--- config.mk ---
export PLATFORM = sky130hd
export DESIGN_NAME = ecap_walker
export DESIGN_NICKNAME = d
export VERILOG_FILES = /design/src/rtl/ecap_pkg.sv /design/src/rtl/ecap_bounds.sv /design/src/rtl/ecap_hop_guard.sv /design/src/rtl/ecap_hdr_merge.sv /design/src/rtl/ecap_walker.sv
export SDC_FILE = /design/constraint.sdc
export NUM_CORES = 1
export LEC_CHECK = 0
export BUFFER_PORTS_ARGS = -buffer_cell sky130_fd_sc_hd__buf_2
export CAP_MARGIN = 10
export CORE_MARGIN = 3
export CORE_UTILIZATION = 50
export DETAILED_ROUTE_END_ITERATION = 6
export HOLD_SLACK_MARGIN = 0.06
export PLACE_DENSITY = 0.75
export SLEW_MARGIN = 15
export SYNTH_ARGS = -nofsm -noshare
export SYNTH_HDL_FRONTEND = slang
export SYNTH_HIERARCHICAL = 1
export SYNTH_SLANG_ARGS = --single-unit
--- constraint.sdc ---
create_clock -name clk -period 3.8 [get_ports clk]
set_clock_uncertainty 0.05 [all_clocks]
set_input_delay 0.38 -clock clk [delete_from_list [all_inputs] [get_ports clk]]
set_output_delay 0.38 -clock clk [all_outputs]
set_load 0.1 [all_outputs]
--- src/rtl/ecap_pkg.sv ---
`timescale 1ns/1ps
// Shared widths and types for the extended capability list walker.
// Assumes a 4 KB configuration space addressed in bytes.
package ecap_pkg;
    localparam int OFF_W = 12;
    localparam int ID_W  = 16;
    localparam int VER_W = 4;
    localparam int HDR_W = OFF_W + VER_W + ID_W;
    localparam int LOW_W = VER_W + ID_W;

    typedef struct packed {
        logic [OFF_W-1:0] nxt;
        logic [VER_W-1:0] ver;
        logic [ID_W-1:0]  id;
    } ecap_hdr_t;

    typedef enum logic [2:0] {
        S_IDLE  = 3'd0,
        S_REQ   = 3'd1,
        S_EVAL  = 3'd2,
        S_LINK  = 3'd3,
        S_PLACE = 3'd4
    } walk_state_e;
endpackage

--- src/rtl/ecap_bounds.sv ---
`timescale 1ns/1ps
// Offset legality check. REGION=0 checks a link pointer: aligned, at or
// above the base, and leaving room for a full header (offset + 8 within
// the space). REGION=1 checks a new capability region: aligned, at or
// above the base, at least 8 bytes long and ending below the space size.
// Purely combinational.
module ecap_bounds
    import ecap_pkg::*;
#(
    parameter int BASE_OFF  = 256,
    parameter int CFG_BYTES = 4096,
    parameter int SIZE_W    = 13,
    parameter bit REGION    = 1'b0
) (
    input  logic [OFF_W-1:0]  off,
    input  logic [SIZE_W-1:0] size,
    output logic              ok
);
    localparam int SUM_W = SIZE_W + 1;

    logic [SUM_W-1:0] span;
    logic             base_ok;

    // Common part: alignment, lower bound and minimum size.
    always_comb begin
        span    = SUM_W'(off) + SUM_W'(size);
        base_ok = (off[1:0] == 2'b00) && (off >= OFF_W'(BASE_OFF)) &&
                  (size >= SIZE_W'(8));
    end

    generate
        if (REGION) begin : g_region
            // Region must end strictly below the space size.
            assign ok = base_ok && (span < SUM_W'(CFG_BYTES));
        end else begin : g_pointer
            // Header at the pointer must fit inside the space.
            assign ok = base_ok && (span <= SUM_W'(CFG_BYTES));
        end
    endgenerate
endmodule

--- src/rtl/ecap_hop_guard.sv ---
`timescale 1ns/1ps
// Counts links followed during one walk and flags the last permitted read.
// Assumes clr and inc are never high together.
module ecap_hop_guard #(
    parameter int MAX_HOPS = 1024
) (
    input  logic clk,
    input  logic rst_n,
    input  logic clr,
    input  logic inc,
    output logic last
);
    localparam int CNT_W = $clog2(MAX_HOPS + 1);

    logic [CNT_W-1:0] cnt;

    // Link counter, cleared at the start of every operation.
    always_ff @(posedge clk) begin
        if (!rst_n || clr) cnt <= '0;
        else if (inc)      cnt <= cnt + CNT_W'(1);
    end

    // High while the read in flight is the MAX_HOPS-th of this walk.
    assign last = (cnt == CNT_W'(MAX_HOPS - 1));

    AST_HOPS_IN_RANGE: assert property (@(posedge clk) disable iff (!rst_n)
        cnt < CNT_W'(MAX_HOPS));
    AST_NO_INC_AT_LAST: assert property (@(posedge clk) disable iff (!rst_n)
        last |-> !inc);
endmodule

--- src/rtl/ecap_hdr_merge.sv ---
`timescale 1ns/1ps
// Builds the two header words an append writes: the tail header with only
// its link field replaced, and the fresh header for the new capability.
// Purely combinational.
module ecap_hdr_merge
    import ecap_pkg::*;
(
    input  logic [LOW_W-1:0] keep_low,
    input  logic [OFF_W-1:0] link_off,
    input  logic [ID_W-1:0]  new_id,
    input  logic [VER_W-1:0] new_ver,
    input  logic [OFF_W-1:0] new_nxt,
    output logic [HDR_W-1:0] relinked,
    output logic [HDR_W-1:0] fresh
);
    ecap_hdr_t fresh_s;

    // Assemble the two output words.
    always_comb begin
        relinked      = {link_off, keep_low};
        fresh_s.nxt   = new_nxt;
        fresh_s.ver   = new_ver;
        fresh_s.id    = new_id;
        fresh         = fresh_s;
    end
endmodule

--- src/rtl/ecap_walker.sv ---
`timescale 1ns/1ps
// Extended capability list walker. Searches the header chain rooted at
// BASE_OFF for an ID (ID 0 finds the tail), or appends a new header.
// Assumes a synchronous memory with one cycle of read latency and byte
// addressing of 32-bit words. Each hop is a request cycle and an
// evaluate cycle.
module ecap_walker
    import ecap_pkg::*;
#(
    parameter int BASE_OFF  = 256,
    parameter int CFG_BYTES = 4096,
    parameter int MAX_HOPS  = 1024,
    parameter int SIZE_W    = 13
) (
    input  logic              clk,
    input  logic              rst_n,
    input  logic              start,
    input  logic              cmd_append,
    input  logic [ID_W-1:0]   cmd_id,
    input  logic [VER_W-1:0]  cmd_ver,
    input  logic [OFF_W-1:0]  cmd_off,
    input  logic [SIZE_W-1:0] cmd_size,
    output logic              busy,
    output logic              done,
    output logic              err,
    output logic [OFF_W-1:0]  res_off,
    output logic [OFF_W-1:0]  res_prev,
    output logic              mem_rd_en,
    output logic              mem_wr_en,
    output logic [OFF_W-1:0]  mem_addr,
    output logic [HDR_W-1:0]  mem_wdata,
    input  logic [HDR_W-1:0]  mem_rdata
);
    localparam int LAST_OFF = CFG_BYTES - 8;

    walk_state_e      state;
    logic             app_q, base_q, first_q, done_q, err_q;
    logic [OFF_W-1:0] cur_q, prv_q, off_q, place_nxt_q, res_off_q, res_prev_q;
    logic [ID_W-1:0]  id_q, key_q;
    logic [VER_W-1:0] ver_q;
    logic [LOW_W-1:0] keep_q;

    ecap_hdr_t        rh;
    logic             empty_w, hit_w, end_w, ptr_ok, region_ok, hop_last;
    logic             fin, fin_err, follow, go_link, go_place;
    logic [OFF_W-1:0] fin_off, fin_prev;
    logic [HDR_W-1:0] relinked, fresh;
    logic             accept;

    assign rh      = ecap_hdr_t'(mem_rdata);
    assign empty_w = first_q && (mem_rdata == '0);
    assign hit_w   = (rh.id == key_q);
    assign end_w   = (rh.nxt == '0);
    assign accept  = (state == S_IDLE) && start;

    ecap_bounds #(.BASE_OFF(BASE_OFF), .CFG_BYTES(CFG_BYTES),
                  .SIZE_W(SIZE_W), .REGION(1'b0)) u_link_chk (
        .off(rh.nxt), .size(SIZE_W'(8)), .ok(ptr_ok));

    ecap_bounds #(.BASE_OFF(BASE_OFF), .CFG_BYTES(CFG_BYTES),
                  .SIZE_W(SIZE_W), .REGION(1'b1)) u_region_chk (
        .off(cmd_off), .size(cmd_size), .ok(region_ok));

    ecap_hop_guard #(.MAX_HOPS(MAX_HOPS)) u_hops (
        .clk(clk), .rst_n(rst_n), .clr(accept), .inc(follow), .last(hop_last));

    ecap_hdr_merge u_merge (
        .keep_low(keep_q), .link_off(off_q), .new_id(id_q), .new_ver(ver_q),
        .new_nxt(place_nxt_q), .relinked(relinked), .fresh(fresh));

    // Decide what the header just returned by memory means for the walk.
    always_comb begin
        fin = 1'b0; fin_err = 1'b0; follow = 1'b0;
        go_link = 1'b0; go_place = 1'b0;
        fin_off = '0; fin_prev = '0;
        if (state == S_EVAL) begin
            if (!app_q) begin
                if (empty_w) begin
                    fin = 1'b1;
                end else if (hit_w) begin
                    fin = 1'b1; fin_off = cur_q; fin_prev = prv_q;
                end else if (end_w) begin
                    fin = 1'b1; fin_prev = cur_q;
                end else if (!ptr_ok || hop_last) begin
                    fin = 1'b1; fin_err = 1'b1;
                end else begin
                    follow = 1'b1;
                end
            end else if (base_q) begin
                go_place = 1'b1;
            end else begin
                if (empty_w || hit_w) begin
                    fin = 1'b1; fin_err = 1'b1;
                end else if (end_w) begin
                    go_link = 1'b1;
                end else if (!ptr_ok || hop_last) begin
                    fin = 1'b1; fin_err = 1'b1;
                end else begin
                    follow = 1'b1;
                end
            end
        end
    end

    // Sequencer: command capture, hop stepping, write-back and results.
    always_ff @(posedge clk) begin
        if (!rst_n) begin
            state       <= S_IDLE;
            app_q       <= 1'b0;
            base_q      <= 1'b0;
            first_q     <= 1'b0;
            done_q      <= 1'b0;
            err_q       <= 1'b0;
            cur_q       <= '0;
            prv_q       <= '0;
            off_q       <= '0;
            place_nxt_q <= '0;
            res_off_q   <= '0;
            res_prev_q  <= '0;
            id_q        <= '0;
            key_q       <= '0;
            ver_q       <= '0;
            keep_q      <= '0;
        end else begin
            done_q <= 1'b0;
            case (state)
                S_IDLE: begin
                    if (start) begin
                        err_q      <= 1'b0;
                        res_off_q  <= '0;
                        res_prev_q <= '0;
                        if (cmd_append && !region_ok) begin
                            done_q <= 1'b1;
                            err_q  <= 1'b1;
                        end else begin
                            app_q   <= cmd_append;
                            base_q  <= (cmd_off == OFF_W'(BASE_OFF));
                            key_q   <= cmd_append ? '0 : cmd_id;
                            id_q    <= cmd_id;
                            ver_q   <= cmd_ver;
                            off_q   <= cmd_off;
                            cur_q   <= OFF_W'(BASE_OFF);
                            prv_q   <= '0;
                            first_q <= 1'b1;
                            state   <= S_REQ;
                        end
                    end
                end
                S_REQ: state <= S_EVAL;
                S_EVAL: begin
                    if (fin) begin
                        done_q     <= 1'b1;
                        err_q      <= fin_err;
                        res_off_q  <= fin_off;
                        res_prev_q <= fin_prev;
                        state      <= S_IDLE;
                    end else if (follow) begin
                        prv_q   <= cur_q;
                        cur_q   <= rh.nxt;
                        first_q <= 1'b0;
                        state   <= S_REQ;
                    end else if (go_link) begin
                        keep_q      <= {rh.ver, rh.id};
                        prv_q       <= cur_q;
                        place_nxt_q <= '0;
                        state       <= S_LINK;
                    end else if (go_place) begin
                        place_nxt_q <= rh.nxt;
                        state       <= S_PLACE;
                    end
                end
                S_LINK: state <= S_PLACE;
                S_PLACE: begin
                    done_q     <= 1'b1;
                    res_off_q  <= off_q;
                    res_prev_q <= base_q ? '0 : prv_q;
                    state      <= S_IDLE;
                end
                default: state <= S_IDLE;
            endcase
        end
    end

    // Memory port steering by state.
    always_comb begin
        mem_rd_en = (state == S_REQ);
        mem_wr_en = (state == S_LINK) || (state == S_PLACE);
        case (state)
            S_REQ:   begin mem_addr = cur_q; mem_wdata = '0;       end
            S_LINK:  begin mem_addr = prv_q; mem_wdata = relinked; end
            S_PLACE: begin mem_addr = off_q; mem_wdata = fresh;    end
            default: begin mem_addr = '0;    mem_wdata = '0;       end
        endcase
    end

    assign busy     = (state != S_IDLE);
    assign done     = done_q;
    assign err      = err_q;
    assign res_off  = res_off_q;
    assign res_prev = res_prev_q;

    AST_RD_LEGAL: assert property (@(posedge clk) disable iff (!rst_n)
        mem_rd_en |-> (mem_addr[1:0] == 2'b00 && mem_addr >= OFF_W'(BASE_OFF)
                       && mem_addr <= OFF_W'(LAST_OFF)));
    AST_WR_LEGAL: assert property (@(posedge clk) disable iff (!rst_n)
        mem_wr_en |-> (mem_addr[1:0] == 2'b00 &&
                       mem_addr >= OFF_W'(BASE_OFF)));
    AST_WR_ONLY_APPEND: assert property (@(posedge clk) disable iff (!rst_n)
        mem_wr_en |-> app_q);
    AST_ONE_ACCESS: assert property (@(posedge clk) disable iff (!rst_n)
        !(mem_rd_en && mem_wr_en));
    AST_DONE_IDLE: assert property (@(posedge clk) disable iff (!rst_n)
        done |-> !busy);
    AST_DONE_PULSE: assert property (@(posedge clk) disable iff (!rst_n)
        done |=> (!done || $past(start)));
    AST_LINK_THEN_PLACE: assert property (@(posedge clk) disable iff (!rst_n)
        (state == S_LINK) |=> (state == S_PLACE));
endmodule

==> Word-level counts from Yosys, hierarchy flattened <==
Index checks and enable logic that the tools add are counted.
{ "totals": {"input_bits": 81, "output_inout_bits": 73, "ff_bits": 147, "word_cells": 150} }
{ "op_classes": {"n_bitwise": 3, "muxes": 76, "reduce_logical": 32, "eq_ne": 14, "addsub": 3, "magnitude_cmp": 5} }
{ "ops": {"columns": ["op", "n"], "rows": [
  ["$mux W12", 22],
  ["$pmux W12 S3", 3],
  ["$pmux W32 S2", 1],
  ["$pmux W12 S2", 2],
  ["$mux W1", 37],
  ["$logic_not A32 Y1", 1],
  ["$ge A12 B9 Y1 const B", 2],
  ["$mux W3", 6],
  ["$eq A16 B16 Y1", 1],
  ["$mux W16", 1],
  ["$add A12 B13 Y14", 1],
  ["$le A14 B13 Y1 const B", 1],
  ["$lt A14 B13 Y1 const B", 1],
  ["$add A12 B4 Y13 const B", 1],
  ["$ge A13 B4 Y1 const B", 1],
  ["$eq A12 B9 Y1 const B", 1],
  ["$logic_not A12 Y1", 1],
  ["$pmux W3 S4", 1],
  ["$reduce_and A3 Y1", 4],
  ["$add A11 B1 Y11 const B", 1],
  ["$eq A11 B10 Y1 const B", 1],
  ["$ne A2 B2 Y1 const B", 5],
  ["$reduce_and A5 Y1", 2],
  ["$logic_and A1 B1 Y1", 8],
  ["other kinds (15)", 28]
]} }

==> Depth between registers and ports, before layout <==
Gate-level depths: netlist of run 1.
{ "logic_depth": {"ltp_word": 14, "depth_mapped": 18} }

==> By module <==
Netlist of run 1, hierarchy kept.
{ "modules_own_cells": {"columns": ["mod", "cells_per_inst", "area_each_um2", "n_inst"], "rows": [
  ["ecap_walker", 729, 5969.5, 1],
  ["ecap_bounds at u_link_chk", 85, 660.6, 1],
  ["ecap_hop_guard", 57, 510.5, 1],
  ["ecap_hdr_merge", 64, 480.5, 1],
  ["ecap_bounds at u_region_chk", 37, 297.8, 1]
]} }

==> Worst setup path after synthesis of run 1 <==
Ideal clock, no wire load.
{ "synth_path": {"path_kind": "in2reg", "startpoint": "input mem_rdata[24]", "endpoint": "register u_hops.cnt[7]", "setup_ps": 70, "arrival_time_ps": 3747, "t_required_ps": 3680, "path_buffers": 3, "path_slack_ps": -67, "path_stages": 17, "cell_sequence": "ha_1 > buf_6 > a21o_1 > a221oi_2 > xor2_1 > o2111ai_1 > o41ai_1 > and4_1 > nand2b_1 > nor3_1 > nand2_1 > clkbuf_1 > nor2_1 > clkbuf_2 > nand4_1 > or3_2 > a21oi_1"} }
{ "synth_between": {"elab_chain_len": 11, "word_cells_on_any_way": 19} }
{ "synth_rtl": {"columns": ["element", "line_no", "text"], "rows": [
  ["from (decl)", "ecap_walker.sv:32", "input logic [HDR_W-1:0] mem_rdata"],
  ["$add A12 B4 Y13 or $ge A12 B9 Y1 (tied branches)", "ecap_bounds.sv:26, ecap_bounds.sv:27", null],
  ["$le A14 B13 Y1 or $logic_and A1 B1 Y1 (tied branches)", "ecap_bounds.sv:37, ecap_bounds.sv:27", null],
  ["$logic_and A1 B1 Y1 *", "ecap_bounds.sv:37", "assign ok = base_ok && (span <= SUM_W'(CFG_BYTES));"],
  ["net ptr_ok", "ecap_walker.sv:44", "logic empty_w, hit_w, end_w, ptr_ok, region_ok, hop_last;"],
  ["$logic_not A1 Y1 *", "ecap_walker.sv:84, ecap_walker.sv:96", null],
  ["$logic_or A1 B1 Y1 *", "ecap_walker.sv:84, ecap_walker.sv:96", null],
  ["$mux W1 *", "ecap_walker.sv:84, ecap_walker.sv:96", null],
  ["$mux W1 *", "ecap_walker.sv:82, ecap_walker.sv:94", null],
  ["$mux W1 (on tied branches)", "ecap_walker.sv:80, ecap_walker.sv:92", null],
  ["$mux W1 (on tied branches)", "ecap_walker.sv:78, ecap_walker.sv:89", null],
  ["$mux W1 *", "ecap_walker.sv:77", "if (!app_q) begin"],
  ["$mux W1 *", "ecap_walker.sv:76", "if (state == S_EVAL) begin"],
  ["net follow", "ecap_walker.sv:45", "logic fin, fin_err, follow, go_link, go_place;"],
  ["to (signal assigned)", "ecap_hop_guard.sv:20", "else if (inc) cnt <= cnt + CNT_W'(1);"],
  ["to (decl)", "ecap_hop_guard.sv:15", "logic [CNT_W-1:0] cnt;"]
]} }
Mark *: on every way through the listed nets, which the timed path passes. The rest lies on a longest branch.
A chain may end at the register's enable or synchronous reset.

==> Worst setup path in the final report of run 1 <==
Same ends and word-level chain as after synthesis.

==> results of run 1 <==
-- how the worst min path moves through the flow --
stage                     cells past startpoint        end       start
after floorplan                               2  keep_q[0]   keep_q[0]
after global placement                        2  keep_q[3]   keep_q[3]
after detailed placement                      2  keep_q[0]   keep_q[0]
after CTS                                     3   ver_q[2]  cmd_ver[2]
after global routing                          3    id_q[4]   cmd_id[4]
final                                         3   ver_q[2]  cmd_ver[2]
-- layout by cell type, fill, tap and decap left out, drive strengths merged, types with 4 or more instances in the layout --
master,n
a222oi,12
conb,26
nand2b,6
a211o,4
nor3,12
xnor2,4
nor4,21
nand4,14
inv,18
xor2,22
nand3,23
ha,24
clkbuf,22
a21oi,96
o31ai,7
mux2i,5
a22o,43
o211ai,13
nor2b,17
a31oi,15
a22oi,40
buf,187
nor2,38
clkinv,6
dfxtp,147
or3,4
a21o,7
o22ai,24
and3,5
nand2,162
o21ai,8
-- critical path, delay by kind of cell --
kind / cells / cell delay [ns]
and+or+nand+nor: 7 / 1.53
buffers and inverters: 1 / 0.11
adders and majority gates: 1 / 0.31
xor gates and xnor gates: 1 / 0.18
AOI/OAI and AO/OA: 5 / 1.19
-- layout make-up --
cell class / instances / area share (%)
Multi-Input combinational cell: 695 / 46.6
Sequential cell: 147 / 32.1
Timing Repair Buffer: 187 / 11.6
Clock buffer: 22 / 5.18
Tap cell: 211 / 2.88
Clock inverter: 9 / 0.888
Inverter: 19 / 0.792
Antenna cell: 1 / 0.0273
-- stage by stage --
step                cells  power (uW)  worst slack [ns]
floorplan             996        1940            0.0240
detailed placement   1259        2090            -0.140
finish               1291        3650             0.393
CTS                  1290        3640             0.302
global route         1291        3770            0.0677
global placement     1259        2080          -0.00914
-- per-layer routing --
metal / global-route usage [%] / vias up / share of wire, %
met5: 0 / - / 0
met4: 8.34 / 0 / 1.8
met3: 5.88 / 34 / 9.5
met2: 37.9 / 393 / 44
met1: 37.4 / 3583 / 44
li1: - / 3646 / -
-- power by group through the flow --
stage                     Clock [uW]  Combinational [uW]  Sequential, uW
after global placement             0                 438            1640
final                           1580                 460            1610
after detailed placement           0                 444            1640
after floorplan                    0                 300            1640
after global routing            1650                 504            1610
after CTS                       1590                 445            1610
-- cell families (layout without fill, tap and decap cells) --
logic type,count (synthesis),count (layout),synth area share (%)
AO/OA/AOI/OAI,294,294,25.5
XOR/XNOR,26,26,2.88
adder cells (fa/ha/maj),25,25,4.04
buffers and inverters,154,237,10.7
flip-flops,147,147,37.2
multiplexers,5,5,0.632
other,2,27,0.0948
AND/OR/NAND/NOR,319,319,18.9
-- timing repair --
action,4_1_cts,5_1_grt
hold buffers,0,0
setup buffers,0,0
gates resized for setup,0,2
setup endpoints to repair,0,2
==> run metrics, run 1 <==
Final Hold Vio Count 0; Max-slew headroom 40.3%; R2R depth 6; initial antenna violation count 1; worst reg2reg path endpoint keep_q[19]; placed wire-length estimate 16200 um; largest net degree at the start of global routing 69; # nets final 1173; row count 45; endpoints failing setup 0; Final Cycle Share 89.7%; Worst Path Max Fanout 5; share of cells above drive strength 1 21.6%; sequential area share after synthesis 37.2%; worst endpoint required time 4.09 ns; Clock Latency Late Sink 0.42 ns; Max Clock Freq about 300 MHz; First DRT Iteration DRCs around 900; Worst Hold Class in -> reg; total number of vias 7656; Worst Setup SP mem_rdata[24]; Peak VDD IR 0.346 mV; Synth area leaders dfxtp_1, nand2_1, a21oi_1; CTS max path bufs 2; P_int 2690 uW; Mapped Area 0.00792 sq mm; Biggest register keep_q; multi-input logic area 0.00426 sq mm; critical path type in -> reg; clock net sink count 147; WP data arrival 3.70 ns; vias in the first global route 6925; GP Congestion around 0.9; Post-synth EDFFs 0; H-tree depth 4; global-route wire length before repair about 37000 um; Comb pwr share 12.6%; filler cell count in the final layout between 1000 and 1500; area delta synth->final 15.7%; post-synthesis instance total 972; grt total ovfl 0; final instance area 0.00916 sq mm; Avg Inst Size Synth 8.15 sq um; maxcap violations 0; Worst-Margin Slew ~0.9 ns; WL final between 20000 and 25000 um; synth warn 6; DIE AREA 0.0174 sq mm; Worst setup SP type input port; cell area power density around 400 mW/mm^2; crit end category register; Tmin final ~3.4 ns; post-synthesis cell type count 70; WL/cell 17.9 um; post-layout util 59.6%; drt pass-1 iters 7; CTS clk-pin slew, worst paths around 0.06 ns; status finished, final reports clean; Final ANT Viol Nets 0; Flop pwr share between 40% and 50%; Yosys top cell area share 37.2%; CTS tree done; commonest cells in the netlist nand2_1, dfxtp_1, a21oi_1; Main synth FF type dfxtp_1; Worst R2R Setup Slack 1.07 ns; Yosys reg bits 147; cells along the critical path buf_2 > ha_1 > a21o_1 > a221oi_2 > xor2_1 > o2111ai_1 > o41ai_2 > and4_1 > nand2b_1 > nor3_2 > nand2_1 > nor2_2 > nand4_1 > or3_2 > a21oi_1; CTS Root Cell clkbuf_16; Die Y-Extent 132 um; Die W 132 um; setup TNS 0 ns; switch share a little over a quarter; RSZ-0062 raised after global routing false; leakage power 0.00380 uW; Worst Setup EP u_hops/cnt[7]; slowest stage delay, CP 0.47 ns; Initial Util roughly half; IO buf count 153; Fin Hold WS about 0.15 ns; Total GRT Usage 25.8%; max-slew violations 0; Switching Power 968 uW; most frequent cell after synthesis nand2_1; slowest CP cell or3_2; Register Area 0.00294 sq mm; FFs w/ async S/R, synth 0%; Core Footprint 0.0154 sq mm; # IOs ~150; cell taking the most area after synthesis dfxtp_1; clock share of power 43.4%; routed vias/inst 5.93; Num CTS Buffers 17; Largest register FFs 20; Reg2Reg Launch Point state[1]; biggest regs keep_q: 20 flops, id_q: 16 flops, key_q: 16 flops; DRC 0; placed cell area 0.00859 sq mm
(Power assumes the default switching activity.)
==> run 2: changes to the inputs <==
Settings changed: CORE_UTILIZATION 50 to 40, PLACE_DENSITY 0.75 to 0.62.
==> run 2 against run 1 <==
  * Power shrank 0.42%
  * Largest cell class unchanged
  * Via count decreased by 1.8%
  * Combinational power increased by 1%
  * Die area is 24% higher
  * Clock-buffer cell count decreased by 5
  * Sequential power about the same
  * Hold slack worse by 0.0065 ns
==> run metrics, run 2 (synthesis results as in run 1) <==
GRT met1 Usage 32.1% (-5.3 points); routed vias/inst 5.58 (-5.8%); critical path type in -> reg; Worst Hold Class in -> reg; First DRT Iteration DRCs 581 (-34%); Biggest register keep_q; DIE AREA 0.0215 sq mm (+24%); grt peak-use layer met1; crit end category register; Total GRT Usage 21.7% (-4.1 points); Tmin final 3.39 ns (-0.0220 ns); antenna cells 0 (-1); drt pass-1 iters 7 (unchanged); CTS Root Cell clkbuf_16; post_cts resized 0 (unchanged); total number of vias 7517 (-1.8%); # IOs 154 (unchanged); H-tree depth 4 (unchanged); DRC 0 (unchanged); share of cells above drive strength 1 22.0% (+0.41 points); biggest regs keep_q: 20 flops, id_q: 16 flops, key_q: 16 flops; Clock Latency Late Sink 0.42 ns (about the same); RSZ-0062 raised after global routing false; area delta synth->final 16.8%; clock net sink count 147 (unchanged); Worst Path Max Fanout 7 (+2); post-layout util 48.5% (-11 points); filler cell count in the final layout 1903 (+38%); Register Area 0.00294 sq mm (unchanged); multi-input logic area 0.00424 sq mm (-0.53%); WP data arrival 3.62 ns (-0.08 ns); status finished, final reports clean; CTS tree done; Num CTS Buffers 17 (unchanged); Final Cycle Share 89.1% (-0.58 points); leakage power 0.00382 uW (+0.44%); # nets final 1179 (+0.51%); Worst setup SP type input port; cell area power density 394 mW/mm^2 (-1.4%); met2 capacity usage during global routing 31.4% (-6.5 points); CTS clk-pin slew, worst paths 0.07 ns (about the same); max-slew violations 0 (unchanged); hold buffers post-CTS 0 (unchanged); WL/cell 17.8 um (-0.41%); Final ANT Viol Nets 0 (unchanged); Max-slew headroom 36.6% (-3.7 points); setup TNS 0 ns (unchanged); Initial Util 41.5% (-10 points); row count 50 (+11%); maxcap violations 0 (unchanged); WL final 24000 um (+3.8%); initial antenna violation count 2 (+1); placed wire-length estimate 17000 um (+4.4%); # placed instances 1314 (+4.4%); Largest register FFs 20 (unchanged); worst endpoint required time 4.03 ns (-0.06 ns); commonest non-fill, non-tap cell in the layout nand2_1; placed cell area 0.00870 sq mm (+1.2%); Finished Layout Cells 1346 (+4.3%); largest net degree at the start of global routing 67 (-2.9%); Die Y-Extent 147 um (+11%); Peak VDD IR 0.302 mV (-13%); Setup Buffers After CTS 0 (unchanged); grt total ovfl 0 (unchanged); Max Clock Freq 295 MHz (+0.65%); CTS max path bufs 2 (unchanged); IO buf count 153 (unchanged); Die W 147 um (+11%); endpoints failing setup 0 (unchanged); Worst-Margin Slew 0.947 ns (+0.0555 ns); most frequent cells in the layout nand2_1, buf_2, dfxtp_1; routing usage on met3 4.90% (-0.97 points); global-route wire length before repair 37800 um (+2.7%); Final Hold Vio Count 0 (unchanged); GP Congestion 0.877 (-4.2%); vias in the first global route 6946 (+0.30%); final instance area 0.00925 sq mm (+0.97%); Core Footprint 0.0191 sq mm (+24%)
[run 2: cell types whose count changed in the layout (fill, tap and decap cells not counted), sizes merged]
| cell | change |
|---|---|
| buf | +6 |
| bufinv | -1 |
| inv | +7 |
| clkinv | -2 |
| diode | -1 |
| clkinvlp | +2 |
| clkbuf | -5 |
[run 2: layer usage]
| layer | vias up | part of all wire [%] | wire, um |
|---|---|---|---|
| met3 | 24 | 7.9 | 1890 |
| met1 | 3518 | 47 | 11300 |
| met4 | 2 | 1.6 | 393 |
| li1 | 3653 | - | - |
| met5 | - | 0.029 | 7 |
| met2 | 320 | 43 | 10400 |
[run 2: power by group]
group	internal (uW)	switching [uW]
clock	851	715
sequential	1570	34.0
combinational	172	293
total	2600	1040
[run 2: per-stage QoR]
stage	total power, uW	setup WS, ns	hold slack (ns)
2_1_floorplan	1940	0.0240	0.382
4_1_cts	3660	0.505	0.119
6_report	3640	0.415	0.139
3_3_place_gp	2090	0.101	0.388
3_5_place_dp	2100	0.0654	0.393
5_1_grt	3780	0.152	0.140
[run 2: cell type report]
cell class | count | share of cell area, %
Multi-Input combinational cell | 695 | 45.9
Tap cell | 260 | 3.52
Inverter | 19 | 0.785
Timing Repair Buffer | 193 | 12.1
Clock inverter | 15 | 1.35
Sequential cell | 147 | 31.8
Clock buffer | 17 | 4.60
[run 2: path summary, 6_finish.rpt]
kind	slack, ns	from	cells after the start	to
max reg2reg	1.08	state[1]	6	keep_q[18]
min reg2reg	0.40	err	2	err
max	0.41	mem_rdata[24]	17	u_hops/cnt[8]
min	0.14	cmd_ver[2]	3	ver_q[2]
[run 2: critical path, stage by stage]
cell      delay (ns)
buf_2           0.10
ha_1            0.30
buf_4           0.16
a21oi_1         0.23
o221ai_1        0.21
xnor2_1         0.16
o21ai_0         0.10
o41ai_1         0.41
and4_1          0.29
nand2b_1        0.09
nor3_2          0.20
nand2_1         0.09
nor2_1          0.14
buf_4           0.16
nand3_1         0.10
o311ai_0        0.35
o41ai_1         0.14
==> run 3: changes to the inputs <==
Settings changed: PLACE_DENSITY 0.62 to 0.72.
==> run 3 against run 2 <==
  * Critical path depth decreased by 1
  * Core utilization decreased by 0.14 points
  * Setup slack lost 0.079 ns
  * Power increased by 6.4%
  * Largest power group is now clock
  * Cell count fell by 0.59%
  * Highest routed layer is now met4
==> run metrics, run 3 (synthesis results as in run 1) <==
worst endpoint required time 4.11 ns (+0.08 ns); Largest register FFs 20 (unchanged); grt total ovfl 0 (unchanged); biggest regs keep_q: 20 flops, id_q: 16 flops, key_q: 16 flops; Total GRT Usage 21.6% (-0.12 points); Worst Setup Slack, final 0.335 ns (-0.0793 ns); Setup Buffers After CTS 0 (unchanged); DIE AREA 0.0215 sq mm (unchanged); Initial Util 41.5% (unchanged); vias in the first global route 7084 (+2.0%); Worst Hold Class in -> reg; CTS clk-pin slew, worst paths 0.06 ns (about the same); CTS Root Cell clkbuf_16; status finished, final reports clean; routed vias/inst 5.61 (+0.45%); DRC 0 (unchanged); # nets final 1171 (-0.68%); CTS tree done; most frequent cells in the layout nand2_1, buf_2, dfxtp_1; initial antenna violation count 0 (-2); Finished Layout Cells 1338 (-0.59%); Place WS -0.127 ns (-0.192 ns); IO buf count 153 (unchanged); RSZ-0062 raised after global routing false; First DRT Iteration DRCs 864 (+49%); setup TNS 0 ns (unchanged); endpoints failing setup 0 (unchanged); cell area power density 420 mW/mm^2 (+6.7%); Fin Hold WS 0.136 ns (-0.00254 ns); max-slew violations 0 (unchanged); antenna cells 0 (unchanged); largest net degree at the start of global routing 81 (+21%); Die W 147 um (unchanged); total number of vias 7506 (-0.15%); Final Hold Vio Count 0 (unchanged); global-route wire length before repair 37800 um (about the same); Core Footprint 0.0191 sq mm (unchanged); placed wire-length estimate 16800 um (-0.69%); drt pass-1 iters 5 (-2); Worst setup SP type input port; # placed instances 1306 (-0.61%); Worst-Margin Slew 0.930 ns (-0.0175 ns); Biggest register keep_q; # IOs 154 (unchanged); post-layout util 48.3% (-0.14 points); leakage power 0.00381 uW (-0.19%); maxcap violations 0 (unchanged); crit end category register; Die Y-Extent 147 um (unchanged); Max-slew headroom 37.8% (+1.2 points); commonest non-fill, non-tap cell in the layout nand2_1; Final ANT Viol Nets 0 (unchanged); Max Clock Freq 289 MHz (-2.3%); WP data arrival 3.77 ns (+0.15 ns); critical path type in -> reg; Peak VDD IR 0.325 mV (+7.7%); WL/cell 17.8 um (+0.12%); Final Cycle Share 91.2% (+2.1 points); Worst Path Max Fanout 7 (unchanged); WL final 23900 um (-0.48%); Num CTS Buffers 17 (unchanged); area delta synth->final 16.5%; CTS max path bufs 2 (unchanged); Clock Latency Late Sink 0.43 ns (about the same); H-tree depth 4 (unchanged); hold buffers post-CTS 0 (unchanged); GP Congestion 0.933 (+6.4%); clock net sink count 147 (unchanged); Tmin final 3.46 ns (+0.0793 ns); row count 50 (unchanged); post_cts resized 0 (unchanged); share of cells above drive strength 1 21.5% (-0.49 points)
run 3: per-stage QoR:
step,power [uW],area (sq um)
after floorplan,1940,8020
after global placement,2070,8590
after detailed placement,2080,8590
after CTS,3880,9220
after global routing,4010,9220
final,3870,9220
run 3: final timing paths:
path                                     from            end  slack (ns)  depth (start not counted)
worst max register to register       state[1]     keep_q[18]        1.04                          6
worst min register to register      keep_q[1]      keep_q[1]        0.40                          2
worst min-delay path               cmd_ver[1]       ver_q[1]        0.14                          3
worst max-delay path            mem_rdata[24]  u_hops/cnt[7]        0.34                         16
run 3: critical path, cell delays in order:
cell and delay, ns:
buf_2 0.11, ha_1 0.31, buf_4 0.17, a21oi_1 0.25, o221ai_1 0.22, xnor2_1 0.16, o21ai_0 0.10, o41ai_1 0.39
and4_1 0.27, nand2b_1 0.11, nor3_2 0.24, nand2_1 0.11, nor2_2 0.19, nand4_1 0.19, or3_2 0.45, a21oi_1 0.14
run 3: power breakdown:
| group | internal [uW] | switching (uW) |
|---|---|---|
| Sequential | 1570 | 34.8 |
| Clock | 1110 | 703 |
| Combinational | 159 | 291 |
| Total | 2840 | 1030 |
run 3: area by class of cell:
type,count,area [sq um]
multi-input combinational,695,4250
clock buffer,18,429
inverter,19,72.6
clock inverter,14,201
tap,260,325
sequential,147,2940
fill,1906,9860
timing repair buffer,185,1010
run 3: metal layers:
layer | up-vias | part of all wire [%] | global-route usage (%)
met5 | - | 0 | 0
met4 | 0 | 2.1 | 6.54
met3 | 41 | 8.5 | 5.86
met2 | 306 | 45 | 32.6
met1 | 3528 | 45 | 30.1
li1 | 3631 | - | -
